File: src/rtl/pm_index_port.sv
module pm_index_port #(
  parameter logic [31:0] BASE_ADDR = 32'hFEB0_0000
) (
  input  logic       clk,
  input  logic       por_n,
  input  logic       rst_n,
  input  logic       addr,
  input  logic       wr,
  input  logic [7:0] wdata,
  output logic [7:0] rdata,
  input  logic       wd_fired,
  output logic       wd_enable,
  output logic [1:0] wd_res
);
  localparam logic [7:0] IDX_STAT0 = 8'h44;
  localparam logic [7:0] IDX_STAT1 = 8'h45;
  localparam logic [7:0] IDX_CFG   = 8'h69;
  localparam logic [7:0] IDX_BASE0 = 8'h6c;
  localparam logic [7:0] IDX_BASE1 = IDX_BASE0 + 8'd1;
  localparam logic [7:0] IDX_BASE2 = IDX_BASE0 + 8'd2;
  localparam logic [7:0] IDX_BASE3 = IDX_BASE0 + 8'd3;
  localparam int         WD_BIT    = 1;

  logic       sys_rst_n;
  logic       idx_wr, data_wr;
  logic [7:0] idx_q;
  logic [2:0] cfg_q;
  logic       por_sts_q;
  logic       wd_sts_q;

  assign sys_rst_n = por_n & rst_n;
  assign idx_wr    = wr & ~addr;
  assign data_wr   = wr & addr;

  always_ff @(posedge clk or negedge sys_rst_n) begin
    if (!sys_rst_n) begin
      idx_q <= 8'h00;
      cfg_q <= 3'b001;
    end else begin
      if (idx_wr) idx_q <= wdata;
      if (data_wr && idx_q == IDX_CFG) cfg_q <= wdata[2:0];
    end
  end

  always_ff @(posedge clk or negedge por_n) begin
    if (!por_n)
      por_sts_q <= 1'b1;
    else if (rst_n && data_wr && idx_q == IDX_STAT0 && wdata[0])
      por_sts_q <= 1'b0;
  end

  always_ff @(posedge clk or negedge por_n) begin
    if (!por_n)
      wd_sts_q <= 1'b0;
    else if (wd_fired)
      wd_sts_q <= 1'b1;
    else if (rst_n && data_wr && idx_q == IDX_STAT1 && wdata[WD_BIT])
      wd_sts_q <= 1'b0;
  end

  always_comb begin
    rdata = 8'h00;
    if (!addr) begin
      rdata = idx_q;
    end else begin
      case (idx_q)
        IDX_STAT0: rdata = {7'b0, por_sts_q};
        IDX_STAT1: rdata = {6'b0, wd_sts_q, 1'b0};
        IDX_CFG:   rdata = {5'b0, cfg_q};
        IDX_BASE0: rdata = BASE_ADDR[7:0];
        IDX_BASE1: rdata = BASE_ADDR[15:8];
        IDX_BASE2: rdata = BASE_ADDR[23:16];
        IDX_BASE3: rdata = BASE_ADDR[31:24];
        default:   rdata = 8'h00;
      endcase
    end
  end

  assign wd_enable = ~cfg_q[0];
  assign wd_res    = cfg_q[2:1];
endmodule

File: config.mk
export PLATFORM = sky130hd
export DESIGN_NAME = pm_index_port
export DESIGN_NICKNAME = d
export VERILOG_FILES = /design/src/rtl/pm_index_port.sv
export SDC_FILE = /design/constraint.sdc
export NUM_CORES = 1
export LEC_CHECK = 0
export BUFFER_PORTS_ARGS = -buffer_cell sky130_fd_sc_hd__buf_2
export CAP_MARGIN = 20
export CORE_MARGIN = 1
export CORE_UTILIZATION = 45
export CTS_BUF_LIST = sky130_fd_sc_hd__clkbuf_4 sky130_fd_sc_hd__clkbuf_8
export CTS_CLUSTER_DIAMETER = 150
export DETAILED_ROUTE_END_ITERATION = 10
export PLACE_DENSITY = 0.71
export SKIP_CTS_REPAIR_TIMING = 1
export SLEW_MARGIN = 10
export SYNTH_ARGS = -nofsm -noshare
export SYNTH_HDL_FRONTEND = slang
export SYNTH_SLANG_ARGS = --single-unit
File: constraint.sdc
create_clock -name clk -period 1.6 [get_ports clk]
set_input_delay 0.08 -clock clk [delete_from_list [all_inputs] [get_ports clk]]
set_output_delay 0.08 -clock clk [all_outputs]
set_load 0.005 [all_outputs]
Word-level counts from Yosys, hierarchy flattened

Cells that the tools add are included.

Register bits: 13
Output and inout port bits: 11

Equality and inequality tests: 5
Muxes and demuxes: 4
Bitwise logic cells: 5
Reduce and logical (&&, ||, !) cells: 7

Operator list:

| kind                 | count |
|---|---|
| $eq A8 B7 Y1 const B | 5 |
| $pmux W8 S5          | 1 |
| $mux W8              | 1 |
| $logic_and A1 B1 Y1  | 6 |
| $and A1 B1 Y1        | 3 |
| $mux W1              | 2 |
| $not A1 Y1           | 2 |
| $reduce_bool A2 Y1   | 1 |

Longest topological paths before layout

Depth in word-level cells: 6
Gate-level depth with buffers: 4

Least setup slack after synthesis

No wires, ideal clock.

Path type: flip-flop to output port
From: register idx_q[1]
To: output port rdata[2]
Arrival time: 1357 ps
Required time: 1520 ps
Slack: 163 ps
Cell stages (with the launch flop): 5
Path buffers: 0
Path through: dfrtp_1 and2_1 and3_4 o311a_1 a32o_1

Longest elaborated chain between the ends: 3
Elaborated cells between the ends (all ways): 7
Those cells by class: 5 x eq/ne; 2 x mux

RTL lines:

| item                     | RTL line | text |
|---|---|---|
| start: declaration       | 26       | `logic [7:0] idx_q;` |
| start signal: assignment | 40       | `if (idx_wr) idx_q <= wdata;` |
| $eq A8 B7 Y1             | 66       | `case (idx_q)` |
| $pmux W8 S5 *            | 66       |  |
| $mux W8 *                | 63       | `if (!addr) begin` |
| end: declaration         | 10       | `output logic [7:0] rdata,` |

Every way passes the cells marked *; elsewhere a longest branch is shown, timed or not.

Final worst setup path

From: register idx_q[5]
To: output port rdata[2]

The elaborated chain is that of the path after synthesis.

==> out/qor_table.md <==
| Group | Result | Value |
|---|---|---|
| run status | Outcome | finished, violations left |
| run status | Violations in the final reports | negative setup slack |
| timing | Fin crit period | 1.82 ns |
| timing | Setup TNS Final | -0.634 ns |
| power and ir drop | Reported net switching power | 237 uW |
| worst setup path | Cell count of the worst reg-to-reg path | 4 |
| power and ir drop | Internal power | 598 uW |
| cells and area | Total Nets Final | 127 |
| route | Routed wire length | 1730 um |
| route | DRC violation total after the first TritonRoute iteration | 11 |
| clocking | Number of clock sinks | 13 |
| die | Number of rows in the core area | 14 |
| clocking | Maximum count of clock buffers along a single path | 2 |
| grt | Total routing usage reported by global routing | 22.1% |
| cells and area | Antenna fix cells | 0 |
| placement | Number of I/O port buffers | 24 |
| cells and area | Final cell area excluding filler cells | 1010 um^2 |
| yosys | Gate Count Post-Synth | 77 |
| die | Height of the chip | 42.3 um |
| power and ir drop | Leakage power figure | 0.000509 uW |
| timing | Final number of hold-violating endpoints | 0 |
| yosys | Post-synthesis mux area share | 9.06% |
| worst setup path | Required time of the critical path | 1.52 ns |
| power and ir drop | Portion of total power attributed to the clock network | 26.3% |
| die | Overall die width | 42.3 um |
| placement | Gpl congestion | 0.797 |
| cells and area | Ratio of cells with drive above 1 in the final layout | 48.2% |
| yosys | Count of yosys warnings during synthesis | 0 |
| worst setup path | Type of destination of the critical path | output port |
| clocking | Total CTS buffers | 3 |
| yosys | Mean instance size in the synthesized netlist | 9.51 um^2 |
| timing | Number of setup violations in the final report | 3 |
| route | DR top layer | met4 |
| yosys | Synth Register Bits | 13 |
| die | Initial core utilization | 48.6% |
| timing | Post-layout worst setup margin | -0.223 ns |
| grt | Largest net degree at the start of global routing | 13 |
| route | DR vias/cell | 5.40 |
| cells and area | Fillers | 125 |
| grt | Global-route wire length before repair | 2960 um |
| worst setup path | Critical Path AT | 1.74 ns |
| clocking | Cell chosen for the clock root | sky130_fd_sc_hd__clkbuf_4 |
| worst setup path | RR Startpoint | idx_q[1] |
| hold path | Worst min-delay path class | in2reg |
| hold path | Hold path startpoint | wdata[5] |
| die | IO Pins | 25 |
| yosys | Area share of and/or/nand/nor cells after synthesis | 22.2% |
| yosys | Xor/xnor cell area share of the yosys netlist | 0% |
| placement | Area after detailed placement | 902 um^2 |
| placement | Post-placement setup slack | 0.00268 ns |
| grt | Total grt overflow | 0 |
| placement | Placed Instances | 120 |
| timing | Max_slew headroom | 66.7% |
| yosys | Total nets after synthesis | 91 |
| route | DR pass1 iterations | 4 |
| power and ir drop | Switch share | 28.4% |
| route | Met3 WL post-DR | 64 um |
| placement | Hpwl dp | 1280 um |
| cells and area | Finished Core Util | 67.4% |
| timing | Worst clock skew | 0.000540 ns |
| hold path | Worst Hold Endpoint | idx_q[5] |
| clocking | Source-to-sink clock delay at the later pin of the worst-skew pair | 0.27 ns |
| power and ir drop | Fraction of power consumed by sequential logic | 47.2% |
| worst setup path | Critical path type | reg2out |
| clocking | Clock transition at the register clock pins on the worst setup and hold paths after CTS | 0.08 ns |
| cells and area | Most common cell after layout, fill and taps aside | sky130_fd_sc_hd__buf_2 |
| route | Routed vias | 691 |
| worst setup path | Critical Path, Cell by Cell | and3_4 -> and2_4 -> o311a_4 -> a32o_1 -> buf_2 |
| yosys | Adder and majority gate portion of the synthesized area | 0% |
| timing | Period utilization | 114% |
| timing | Setup repair after global routing missed its margin | true |
| route | DRC violations left | 0 |
| route | Routed wirelength normalized by instance count | 13.5 um |
| cells and area | Synthesis-to-finish area growth | 38.6% |
| timing | Peak clock frequency supported by timing | 548 MHz |
| timing | Number of pins exceeding their max-slew limit in the final report | 0 |
| yosys | Number of distinct library cell variants in the gate-level netlist after synthesis | 28 |
| flow run | Max cap viols | 0 |
| yosys | Sequential-to-total area share from yosys stat | 44.8% |
| worst setup path | Crit path max fanout | 4 |
| route | Metal-1 WL | 757 um |
| route | Remaining antenna violation count | 0 |
| worst setup path | CP max stage cell | sky130_fd_sc_hd__dfrtp_1 |
| power and ir drop | Total power per unit cell area | 823 nW/um^2 |
| yosys | Cell area after synthesis | 732 um^2 |
| cells and area | Post-route insts no fill | 128 |
| power and ir drop | Combinational share of power | 26.5% |
| grt | Number of antenna violations at the first check in global routing | 0 |
| cells and area | Most used cells in the layout excluding fill and tap cells | 23 x sky130_fd_sc_hd__buf_2, 10 x sky130_fd_sc_hd__o21ai_0, 10 x sky130_fd_sc_hd__dfrtp_1, 9 x sky130_fd_sc_hd__nand2_1 |
| die | Total core area | 1510 um^2 |
| clocking | H-tree depth | 1 |
| die | Die area | 1790 um^2 |
| route | Met2 routed WL | 862 um |
| worst setup path | Peak per-stage delay on the critical path | 0.44 ns |
| worst setup path | Endpoint of the worst-slack reg-to-reg timing path | cfg_q[2] |
| worst setup path | Startpoint type of the worst setup path | flip-flop |
| hold path | Hold Path Cell Cnt | 3 |
| grt | Via count of the first global-routing pass | 717 |
| power and ir drop | VDD IR max | 0.548 mV |
| clocking | TritonCTS clock tree | done |
| worst setup path | Minimum setup slack among reg-to-reg paths | 0.22 ns |
| yosys | Combinational family with the most area after synthesis | simple AND/OR/NAND/NOR gates |
| timing | Transition time of the tightest slew-check pin | 0.499 ns |
| yosys | Share of the synthesized area in compound gates (AO/OA/AOI/OAI) | 16.8% |
[kinds of logic after synthesis]
family	Yosys count
AOI/OAI and AO/OA	19
DFF	13
and+or+nand+nor	27
muxes	6
buffers and inverters	12
[registers in the layout, summed over array words and instances, names as in the netlist]
name	cells
idx_q	8
cfg_q	3
por_sts_q	1
wd_sts_q	1
[worst max-delay path by stage]
stage,slack [ns],startpoint,end,cells past startpoint
6_report,-0.22,idx_q[5],rdata[2],5
5_1_grt,-0.27,idx_q[5],rdata[2],5
4_1_cts,-0.30,idx_q[1],rdata[2],5
3_5_place_dp,0.003,idx_q[1],rdata[2],5
3_3_place_gp,0.05,idx_q[1],rdata[2],5
2_1_floorplan,0.16,idx_q[1],rdata[2],4
[critical path: cells and delay by family (launching register included)]
kind,cells,cell delay [ns]
flip-flops,1,0.44
buffers and inverters,1,0.12
AO/OA/AOI/OAI,2,0.58
AND/OR/NAND/NOR,2,0.34
[power by group through the flow]
| stage | combinational, uW | clock (uW) | sequential [uW] |
|---|---|---|---|
| 2_1_floorplan | 94.9 | 0 | 393 |
| 3_3_place_gp | 183 | 0 | 390 |
| 3_5_place_dp | 185 | 0 | 393 |
| 4_1_cts | 187 | 226 | 386 |
| 5_1_grt | 243 | 243 | 397 |
| 6_report | 221 | 220 | 394 |
[area by class of cell]
cell class	instances	area, um^2	share of cell area (%)
Inverter	8	30.0	2.96
Timing Repair Buffer	35	218	21.5
Sequential cell	13	329	32.4
Multi-Input combinational cell	52	388	38.2
Tap cell	16	20.0	1.97
Clock buffer	4	30.0	2.96
[synthesized netlist by cell type]
master,n,share of area (%)
sky130_fd_sc_hd__o31a_1,1,1.2
sky130_fd_sc_hd__and3_1,2,1.7
sky130_fd_sc_hd__nor3_1,1,0.68
sky130_fd_sc_hd__a32o_1,1,1.4
sky130_fd_sc_hd__buf_4,2,2.1
sky130_fd_sc_hd__nor2b_1,1,0.86
sky130_fd_sc_hd__nand4_1,2,1.7
sky130_fd_sc_hd__o311a_1,1,1.4
sky130_fd_sc_hd__and3_4,1,1.5
sky130_fd_sc_hd__and2_1,3,2.6
sky130_fd_sc_hd__mux2_2,5,7.7
sky130_fd_sc_hd__nand4b_1,1,1.2
sky130_fd_sc_hd__a22o_2,1,1.4
sky130_fd_sc_hd__nor3b_4,1,2.6
sky130_fd_sc_hd__dfstp_2,2,7.2
sky130_fd_sc_hd__nand3b_1,1,1.0
sky130_fd_sc_hd__o22a_2,1,1.4
sky130_fd_sc_hd__mux2i_1,1,1.4
sky130_fd_sc_hd__clkbuf_1,2,1.0
sky130_fd_sc_hd__nand3_1,3,2.1
sky130_fd_sc_hd__inv_1,8,4.1
sky130_fd_sc_hd__a21oi_1,1,0.68
sky130_fd_sc_hd__dfrtp_1,11,38
sky130_fd_sc_hd__nor4b_1,1,1.2
sky130_fd_sc_hd__o21ai_0,12,8.2
sky130_fd_sc_hd__a22o_1,1,1.2
sky130_fd_sc_hd__nand2_1,9,4.6
sky130_fd_sc_hd__nor2_1,1,0.51
[per-layer routing]
layer | global-route usage [%] | vias up
met5 | 0 | -
met4 | 13.1 | 0
met3 | 4.31 | 6
met2 | 37.2 | 23
met1 | 25.8 | 321
li1 | - | 341
[per-stage QoR]
stage,hold slack (ns),power (uW)
6_report,0.00642,835
5_1_grt,0.0126,884
4_1_cts,-0.430,798
3_5_place_dp,-0.128,578
3_3_place_gp,-0.128,572
2_1_floorplan,-0.216,488
Note: power is estimated with default switching activity, not from simulation.
